--- src/rtl/snoop_arb_pkg.sv ---
package snoop_arb_pkg;
  typedef enum logic [1:0] {
    ST_IDLE = 2'd0,
    ST_WAIT = 2'd1,
    ST_OWN  = 2'd2
  } node_st_e;
endpackage

--- src/rtl/arb_node.sv ---
module arb_node
  import snoop_arb_pkg::*;
(
  input  logic clk_i,
  input  logic rst_ni,
  input  logic member_i,
  input  logic req_i,
  input  logic done_i,
  input  logic grant_in_i,
  input  logic bus_busy_i,
  input  logic bus_req_i,
  output logic hold_o,
  output logic own_o,
  output logic req_drv_o
);
  node_st_e st_q, st_d;
  logic served_q, served_d;
  logic want, blocked;

  assign want    = member_i & req_i;
  // a served node stands aside until the round drains
  assign blocked = served_q & (bus_req_i | bus_busy_i);

  always_comb begin
    st_d     = st_q;
    served_d = served_q;
    unique case (st_q)
      ST_IDLE: begin
        if (want && !bus_busy_i && !blocked) st_d = ST_WAIT;
      end
      ST_WAIT: begin
        if (!want)                           st_d = ST_IDLE;
        else if (grant_in_i && !bus_busy_i)  st_d = ST_OWN;
      end
      ST_OWN: begin
        if (done_i) st_d = ST_IDLE;
      end
      default: st_d = ST_IDLE;
    endcase
    if (st_q == ST_OWN && done_i)                      served_d = 1'b1;
    else if (served_q && !bus_req_i && !bus_busy_i)    served_d = 1'b0;
  end

  always_ff @(posedge clk_i or negedge rst_ni) begin
    if (!rst_ni) begin
      st_q     <= ST_IDLE;
      served_q <= 1'b0;
    end else begin
      st_q     <= st_d;
      served_q <= served_d;
    end
  end

  assign hold_o    = (st_q == ST_WAIT);
  assign own_o     = (st_q == ST_OWN);
  assign req_drv_o = hold_o | ((st_q == ST_IDLE) & want & ~served_q);

  assert_take_after_wait_R4: assert property (@(posedge clk_i) disable iff (!rst_ni)
    $rose(own_o) |-> $past(hold_o && grant_in_i && !bus_busy_i));

  assert_release_on_done_R5: assert property (@(posedge clk_i) disable iff (!rst_ni)
    $fell(own_o) |-> $past(done_i));

  assert_nonmember_quiet_R6: assert property (@(posedge clk_i) disable iff (!rst_ni)
    !member_i |=> !hold_o);
endmodule

--- src/rtl/grant_chain.sv ---
module grant_chain #(
  parameter int NODES = 4,
  parameter int IW    = 2
) (
  input  logic [IW-1:0]    head_i,
  input  logic [NODES-1:0] hold_i,
  output logic [NODES-1:0] grant_in_o
);
  // walk the ring from the head; a waiting node cuts the token below it
  always_comb begin
    logic g;
    g          = 1'b1;
    grant_in_o = '0;
    for (int p = 0; p < NODES; p++) begin
      int idx;
      idx = int'(head_i) + p;
      if (idx >= NODES) idx = idx - NODES;
      grant_in_o[idx] = g;
      g = g & ~hold_i[idx];
    end
  end
endmodule

--- src/rtl/snoop_chain_arbiter.sv ---
module snoop_chain_arbiter #(
  parameter  int NODES = 4,
  localparam int IW    = (NODES > 1) ? $clog2(NODES) : 1
) (
  input  logic             clk_i,
  input  logic             rst_ni,
  input  logic [IW-1:0]    head_i,
  input  logic [NODES-1:0] member_i,
  input  logic [NODES-1:0] req_i,
  input  logic [NODES-1:0] done_i,
  output logic [NODES-1:0] grant_o,
  output logic             bus_busy_o,
  output logic             bus_req_o
);
  logic [NODES-1:0] hold, own, req_drv, gin;

  grant_chain #(.NODES(NODES), .IW(IW)) u_chain (
    .head_i    (head_i),
    .hold_i    (hold),
    .grant_in_o(gin)
  );

  for (genvar i = 0; i < NODES; i++) begin : g_node
    arb_node u_node (
      .clk_i     (clk_i),
      .rst_ni    (rst_ni),
      .member_i  (member_i[i]),
      .req_i     (req_i[i]),
      .done_i    (done_i[i]),
      .grant_in_i(gin[i]),
      .bus_busy_i(bus_busy_o),
      .bus_req_i (bus_req_o),
      .hold_o    (hold[i]),
      .own_o     (own[i]),
      .req_drv_o (req_drv[i])
    );
  end

  // wired-OR shared lines
  assign bus_busy_o = |own;
  assign bus_req_o  = |req_drv;
  assign grant_o    = own;

  assert_single_owner_R3: assert property (@(posedge clk_i) disable iff (!rst_ni)
    $onehot0(grant_o));
endmodule

--- config.mk ---
export PLATFORM = sky130hd
export DESIGN_NAME = snoop_chain_arbiter
export DESIGN_NICKNAME = d
export VERILOG_FILES = /design/src/rtl/snoop_arb_pkg.sv /design/src/rtl/arb_node.sv /design/src/rtl/grant_chain.sv /design/src/rtl/snoop_chain_arbiter.sv
export SDC_FILE = /design/constraint.sdc
export NUM_CORES = 1
export LEC_CHECK = 0
export BUFFER_PORTS_ARGS = -buffer_cell sky130_fd_sc_hd__buf_2
export CORE_AREA = 2 2 51 77
export CTS_CLUSTER_DIAMETER = 120
export DETAILED_ROUTE_END_ITERATION = 8
export DIE_AREA = 0 0 53 79
export PLACE_DENSITY_LB_ADDON = 0.08
export REMOVE_ABC_BUFFERS = 1
export SKIP_CTS_REPAIR_TIMING = 1
export SLEW_MARGIN = 20
export SYNTH_ARGS = -nofsm -noshare
export SYNTH_HDL_FRONTEND = slang
export SYNTH_HIERARCHICAL = 1
export SYNTH_SLANG_ARGS = --single-unit
--- constraint.sdc ---
create_clock -name clk_i -period 2.4 [get_ports clk_i]
set_clock_uncertainty 0.2 [all_clocks]
set_input_delay 0.24 -clock clk_i [delete_from_list [all_inputs] [get_ports clk_i]]
set_output_delay 0.24 -clock clk_i [all_outputs]
set_load 0.05 [all_outputs]
; ---- After elaboration in Yosys (flattened, before gate mapping)
; Cells that the tools add are included.
[totals]
rom_bits = 0
register_bits = 12
memories = 0
ramBits = 0
output_inout_bits = 6
wordCells = 177
latchBits = 0
[classes]
n_lt_le_gt_ge = 12
div_mod_pow = 0
n_bitwise = 30
shifts = 0
n_mul = 0
n_mux = 52
eq_ne = 20
n_addsub = 7
n_reduce_logical = 48
[ops]
columns = op, n
row1 = "32-bit by 1-bit >= comparator with 1-bit output, second input constant", 4
row2 = "32-bit by 4-bit less-than comparator with 1-bit output, second input constant", 4
row3 = 32-bit two-way mux, 4
row4 = "32-bit by 4-bit >= comparator with 1-bit output, second input constant", 3
row5 = "32-bit by 4-bit subtractor with 32-bit output, second input constant", 3
row6 = 2-bit two-way mux, 16
row7 = 1-bit logical AND, 28
row8 = 2-bit one-hot mux with 3 select lines, 4
row9 = 1-bit bitwise AND, 18
row10 = 1-bit two-way mux, 18
row11 = 4-bit bitwise mux, 3
row12 = "3-bit != test, second input constant", 4
row13 = 3-bit AND reduction, 4
row14 = 1-bit demux with 2-bit select, 4
row15 = "2-bit by 1-bit equality test with 1-bit output, second input constant", 4
row16 = "2-bit equality test, second input constant", 4
row17 = 2-bit zero test, 4
row18 = "2-bit by 1-bit != test with 1-bit output, second input constant", 4
row19 = "2-bit != test, second input constant", 4
row20 = 2-bit nonzero test, 4
row21 = 4-bit OR reduction, 2
row22 = 1-bit inverter, 7
row23 = "2-bit by 2-bit adder with 3-bit output, second input constant", 2
row24 = 1-bit binary-select mux with 2-bit select, 3
row25 = other kinds (5), 14

; ---- Depth between registers and ports, before layout
[depth]
word_depth = 14
ltp_mapped = 9

; ---- Modules after synthesis
; Netlist, hierarchy kept.
[by_module_without_submodules]
columns = mod, instances, cells_per_inst, area_each_um2
row1 = arb_node, 4, 17, 167.7
row2 = grant_chain, 1, 41, 349.1
row3 = snoop_chain_arbiter, 1, 2, 15.0

; ---- Least setup slack after synthesis
; OpenSTA, ideal clock, no wires.
[synth_path]
path_type = register to register
from = register g_node[1].u_node.st_q[0]
to = register g_node[0].u_node.st_q[0]
path_stages_with_launch = 8
period_less_slack_ps = 2434
slack_ps = -34
arrival_time_ps = 2116
cell_sequence = dfrtp_1 -> inv_2 -> nand2_1 -> inv_1 -> or4_1 -> nand2b_1 -> a21oi_1 -> nor2_1
[synth_via]
word_cells_on_any_way = 35
cone_classes = 4 x eq/ne / 12 x mux / 10 x bitwise / 9 x reduce/logical
[synth_rtl]
columns = item, line
row1 = from (decl), arb_node.sv:16  ; node_st_e st_q, st_d;
row2 = from (signal assigned), arb_node.sv:49  ; st_q <= st_d;
row3 = 2-bit equality test *, arb_node.sv:55  ; assign own_o = (st_q == ST_OWN);
row4 = net grant_o[1], snoop_chain_arbiter.sv:11  ; output logic [NODES-1:0] grant_o,
row5 = 4-bit OR reduction *, snoop_chain_arbiter.sv:40  ; assign bus_busy_o = |own;
row6 = net bus_busy_o, snoop_chain_arbiter.sv:12  ; output logic bus_busy_o,
row7 = 1-bit bitwise OR, arb_node.sv:22  ; assign blocked = served_q & (bus_req_i | bus_busy_i);
row8 = 1-bit bitwise AND, arb_node.sv:22
row9 = 1-bit zero test, arb_node.sv:29  ; if (want && !bus_busy_i && !blocked) st_d = ST_WAIT;
row10 = 1-bit logical AND, arb_node.sv:29
row11 = 2-bit by 1-bit != test with 1-bit output (no line), --
row12 = 3-bit AND reduction (no line) *, --
row13 = to (signal assigned), arb_node.sv:49
row14 = to (decl), arb_node.sv:16
; The timed path passes the listed nets; every way through them passes the cells marked *. The select of a mux whose other input is x is not followed.
; A chain may end at the register's enable or synchronous reset.

; ---- Worst setup path in the final report
[layout_path]
from = register g_node[1].u_node.st_q[1]
to = output port bus_req_o
[layout_via]
elab_chain_len = 5
word_cells_on_any_way = 6
cone_classes = 1 x eq/ne / 3 x bitwise / 2 x reduce/logical
[layout_rtl]
columns = item, line
row1 = 2-bit zero test, arb_node.sv:56  ; assign req_drv_o = hold_o | ((st_q == ST_IDLE) & want & ~served_q);
row2 = 1-bit bitwise AND (2 in series), arb_node.sv:56
row3 = 1-bit bitwise OR *, arb_node.sv:56
row4 = net req_drv[1], snoop_chain_arbiter.sv:15  ; logic [NODES-1:0] hold, own, req_drv, gin;
row5 = 4-bit OR reduction *, snoop_chain_arbiter.sv:41  ; assign bus_req_o = |req_drv;
row6 = to (decl), snoop_chain_arbiter.sv:13  ; output logic bus_req_o
; The timed path passes the listed nets; every way through them passes the cells marked *.

==> flow_metrics.env <==
export IMPL_avgRoutedWirePerCell_um=14.0
export IMPL_vias=924
export IMPL_place_port_buffers=21
export IMPL_netlist_area_um2=1030
export IMPL_min_path_type="in -> reg"
export IMPL_critical_path_cell_chain="nand3b_4 -> o22ai_1 -> or4_1 -> buf_2"
export IMPL_drt_vias_per_instance=5.05
export IMPL_max_slew_headroom_at_the_worst_pin_pct=66.4
export IMPL_first_global_vias=953
export IMPL_route_met3_wl_um=70
export IMPL_synth_enable_flop_cells=0
export IMPL_clock_fmax_mhz=431
export IMPL_drtAntennaViolNets=0
export IMPL_cts_buffers=3
export IMPL_grt_first_pass_wirelength_mm=4.26
export IMPL_final_net_count=166
export IMPL_hold_viol=1
export IMPL_highest_signal_layer="met4"
export IMPL_mostFrequentLayoutCells="21 x sky130_fd_sc_hd__buf_2, 12 x sky130_fd_sc_hd__nand2_1, 12 x sky130_fd_sc_hd__dfrtp_1"
export IMPL_status="finished with violations"
export IMPL_num_antenna_cells=0
export IMPL_async_reset_ff_share_pct=100
export IMPL_critPathKind="reg -> out"
export IMPL_post_route_drc_count=0
export IMPL_maxSlewViolCount=0
export IMPL_layout_drive_gt1_share_pct=36.4
export IMPL_cts_root_buffer="sky130_fd_sc_hd__clkbuf_8"
export IMPL_finalWorstPathRequiredPeriod_ns=2.32
export IMPL_i_o_pin_total=22
export IMPL_failing_checks="hold timing"
export IMPL_drt_pass1_iter_count=3
export IMPL_placement_rows=27
export IMPL_crit_path_start_kind="flop"
export IMPL_critical_path_required_ns=1.96
export IMPL_commonest_non_fill_non_tap_cell_in_the_layout="sky130_fd_sc_hd__buf_2"
export IMPL_globalplace_congestion=0.772
export IMPL_maximum_number_of_pins_on_one_net_before_global_route_repair=14
export IMPL_vdd_ir_drop_max_mv=0.338
export IMPL_finalWirelength_mm=2.56
export IMPL_critical_path_peak_fanout=9
export IMPL_min_delay_start="done_i[2]"
export IMPL_max_slew_worst_pin_slew_ns=0.502
export IMPL_cts_sinks=12
export IMPL_synth_top_cell_area_share_pct=29.0
export IMPL_synth_seq_cells=12
export IMPL_dieWidth_um=53
export IMPL_ys_flop_type="sky130_fd_sc_hd__dfrtp_1"
export IMPL_wl_met1_mm=1.09
export IMPL_area_delta_synth_final_pct=25.9
export IMPL_cellPowerDensity_nw_per_um2=619
export IMPL_fin_tns_setup_ns=0
export IMPL_cpLargestDelayFamily="simple AND/OR/NAND/NOR gates"
export IMPL_drt_first_iter_violations=14
export IMPL_post_dp_hpwl_mm=2.05
export IMPL_signal_arrival_time_at_the_worst_endpoint_ns=1.88
export IMPL_distinct_cells_synth=26
export IMPL_clk_insertion_delay_late_ns=0.24
export IMPL_floorplan_die_height_um=79
export IMPL_yosys_area_top_type="sky130_fd_sc_hd__dfrtp_1"
export IMPL_r2r_setup_slack_ns=0.09
export IMPL_clock_transition_at_path_regs_ns=0.05
export IMPL_postLayoutCoreUtil_pct=36.7
export IMPL_hold_slack_ns=-0.00293
export IMPL_overall_global_routing_usage_pct=13.7
export IMPL_layoutNonFillerInstCount=183
export IMPL_clock_tree_buffer_depth=2
export IMPL_rr_startpoint="g_node[1].u_node/st_q[0]$_DFFE_PN0P_"
export IMPL_critical_path_endpoint_type="primary output"
export IMPL_synth_warnings=6
export IMPL_critical_path_buf_inv_count=1
export IMPL_die_area_um2=4190
export IMPL_grt_antenna_before_repair=0
export IMPL_cts_tree="done"
export IMPL_syn_instance_count=111
export IMPL_timing_critical_path_slowest_stage_cell="sky130_fd_sc_hd__or4_1"
export IMPL_critPathMaxStageDelay_ns=0.72
export IMPL_setup_viol_count_final=0
export IMPL_postSynthAreaPerCell_um2=9.32
export IMPL_layout_worst_path_cycle_share_pct=96.7
export IMPL_h_tree_depth=1
export IMPL_setup_worst_path_start="g_node[1].u_node/st_q[1]$_DFFE_PN0P_"
export IMPL_netlist_top_cells_area="sky130_fd_sc_hd__dfrtp_1 29%, sky130_fd_sc_hd__ha_1 9.7%, sky130_fd_sc_hd__nand3b_4 7.7%"
export IMPL_place_detailed_instances=179
export IMPL_gr_total_overflow=0
export IMPL_leakagePower_nw=0.658
export IMPL_ys_seq_area_share_pct=29.0
export IMPL_met2WireLength_mm=1.34
export IMPL_grt_setup_unrepaired="true"
export IMPL_core_area_um2=3550
export IMPL_timing_max_cap_violations=0
export IMPL_starting_density_of_the_core_pct=29.2
==> flip-flops by register name (all words and copies together), names as in the netlist <==
| signal | flops |
|---|---|
| g_node.u_node/st_q | 8 |
| g_node.u_node/served_q | 4 |
==> metal layers <==
| metal | vias up | global-route usage (%) |
|---|---|---|
| met5 | - | 0 |
| li1 | 468 | - |
| met4 | 0 | 6.41 |
| met3 | 7 | 1.69 |
| met1 | 430 | 17.0 |
| met2 | 19 | 23.0 |
==> layout make-up <==
type | instances | area, µm²
Fill cell | 372 | 2240
Multi-Input combinational cell | 88 | 721
Clock buffer | 3 | 41.3
Sequential cell | 12 | 300
Timing Repair Buffer | 26 | 145
Tap cell | 43 | 53.8
Inverter | 11 | 41.3
==> power breakdown <==
part	switching, W	internal (W)	leakage, nW	total [W]
Clock	0.0000692	0.000110	0.0216	0.000179
Combinational	0.000222	0.000142	0.474	0.000363
Sequential	0.0000280	0.000235	0.163	0.000263
Total	0.000319	0.000487	0.658	0.000806
==> stage by stage <==
step	worst slack (ns)	hold WS (ns)	instance area, µm²	total power (W)
finish	0.0791	-0.00293	1300	0.000806
global route	-0.0529	0.00174	1300	0.000864
detailed placement	-0.0670	-0.0611	1220	0.000611
global placement	-0.0226	-0.0557	1220	0.000607
CTS	0.0134	-0.315	1260	0.000794
floorplan	-0.0342	-0.256	1030	0.000514
==> cell usage after synthesis, types with 2 or more instances <==
cell / count
sky130_fd_sc_hd__inv_2: 4
sky130_fd_sc_hd__nor2b_1: 3
sky130_fd_sc_hd__nand2b_1: 5
sky130_fd_sc_hd__or4_1: 2
sky130_fd_sc_hd__a221oi_1: 3
sky130_fd_sc_hd__nand3b_4: 4
sky130_fd_sc_hd__ha_1: 8
sky130_fd_sc_hd__nor3_1: 3
sky130_fd_sc_hd__inv_1: 7
sky130_fd_sc_hd__nor2_1: 13
sky130_fd_sc_hd__o22ai_1: 4
sky130_fd_sc_hd__a21oi_1: 7
sky130_fd_sc_hd__a211oi_1: 5
sky130_fd_sc_hd__o21ai_0: 5
sky130_fd_sc_hd__dfrtp_1: 12
sky130_fd_sc_hd__nand2_1: 12
sky130_fd_sc_hd__o32ai_2: 4
sky130_fd_sc_hd__mux2i_1: 2
==> worst paths after layout <==
kind                                                         end  cells past startpoint
max in group asynchronous   g_node[0].u_node/st_q[1]$_DFFE_PN0P_                      2
setup / recovery                                       bus_req_o                      4
setup reg to reg            g_node[3].u_node/st_q[0]$_DFFE_PN0P_                      9
hold / removal              g_node[2].u_node/st_q[1]$_DFFE_PN0P_                      2
hold reg to reg            g_node[1].u_node/served_q$_DFFE_PN0P_                      2
min in group asynchronous   g_node[3].u_node/st_q[0]$_DFFE_PN0P_                      2
==> worst reg2reg max path, stage by stage, from the launching register on <==
cell,delay (ns)
sky130_fd_sc_hd__dfrtp_1,0.40
sky130_fd_sc_hd__inv_2,0.09
sky130_fd_sc_hd__nor2_1,0.08
sky130_fd_sc_hd__or2_4,0.27
sky130_fd_sc_hd__a2111oi_4,0.38
sky130_fd_sc_hd__nor2_2,0.11
sky130_fd_sc_hd__a221oi_2,0.32
sky130_fd_sc_hd__nand2b_1,0.14
sky130_fd_sc_hd__a21oi_2,0.15
sky130_fd_sc_hd__nor2_1,0.05
==> cells by family after synthesis <==
| kind of cell | share of synthesized area [%] |
|---|---|
| simple gates | 26.2 |
| compound gates | 25.9 |
| mux | 5.20 |
| buf+inv | 3.99 |
| fa+ha+maj | 9.67 |
| flops | 29.0 |
(Power assumes the default switching activity.)
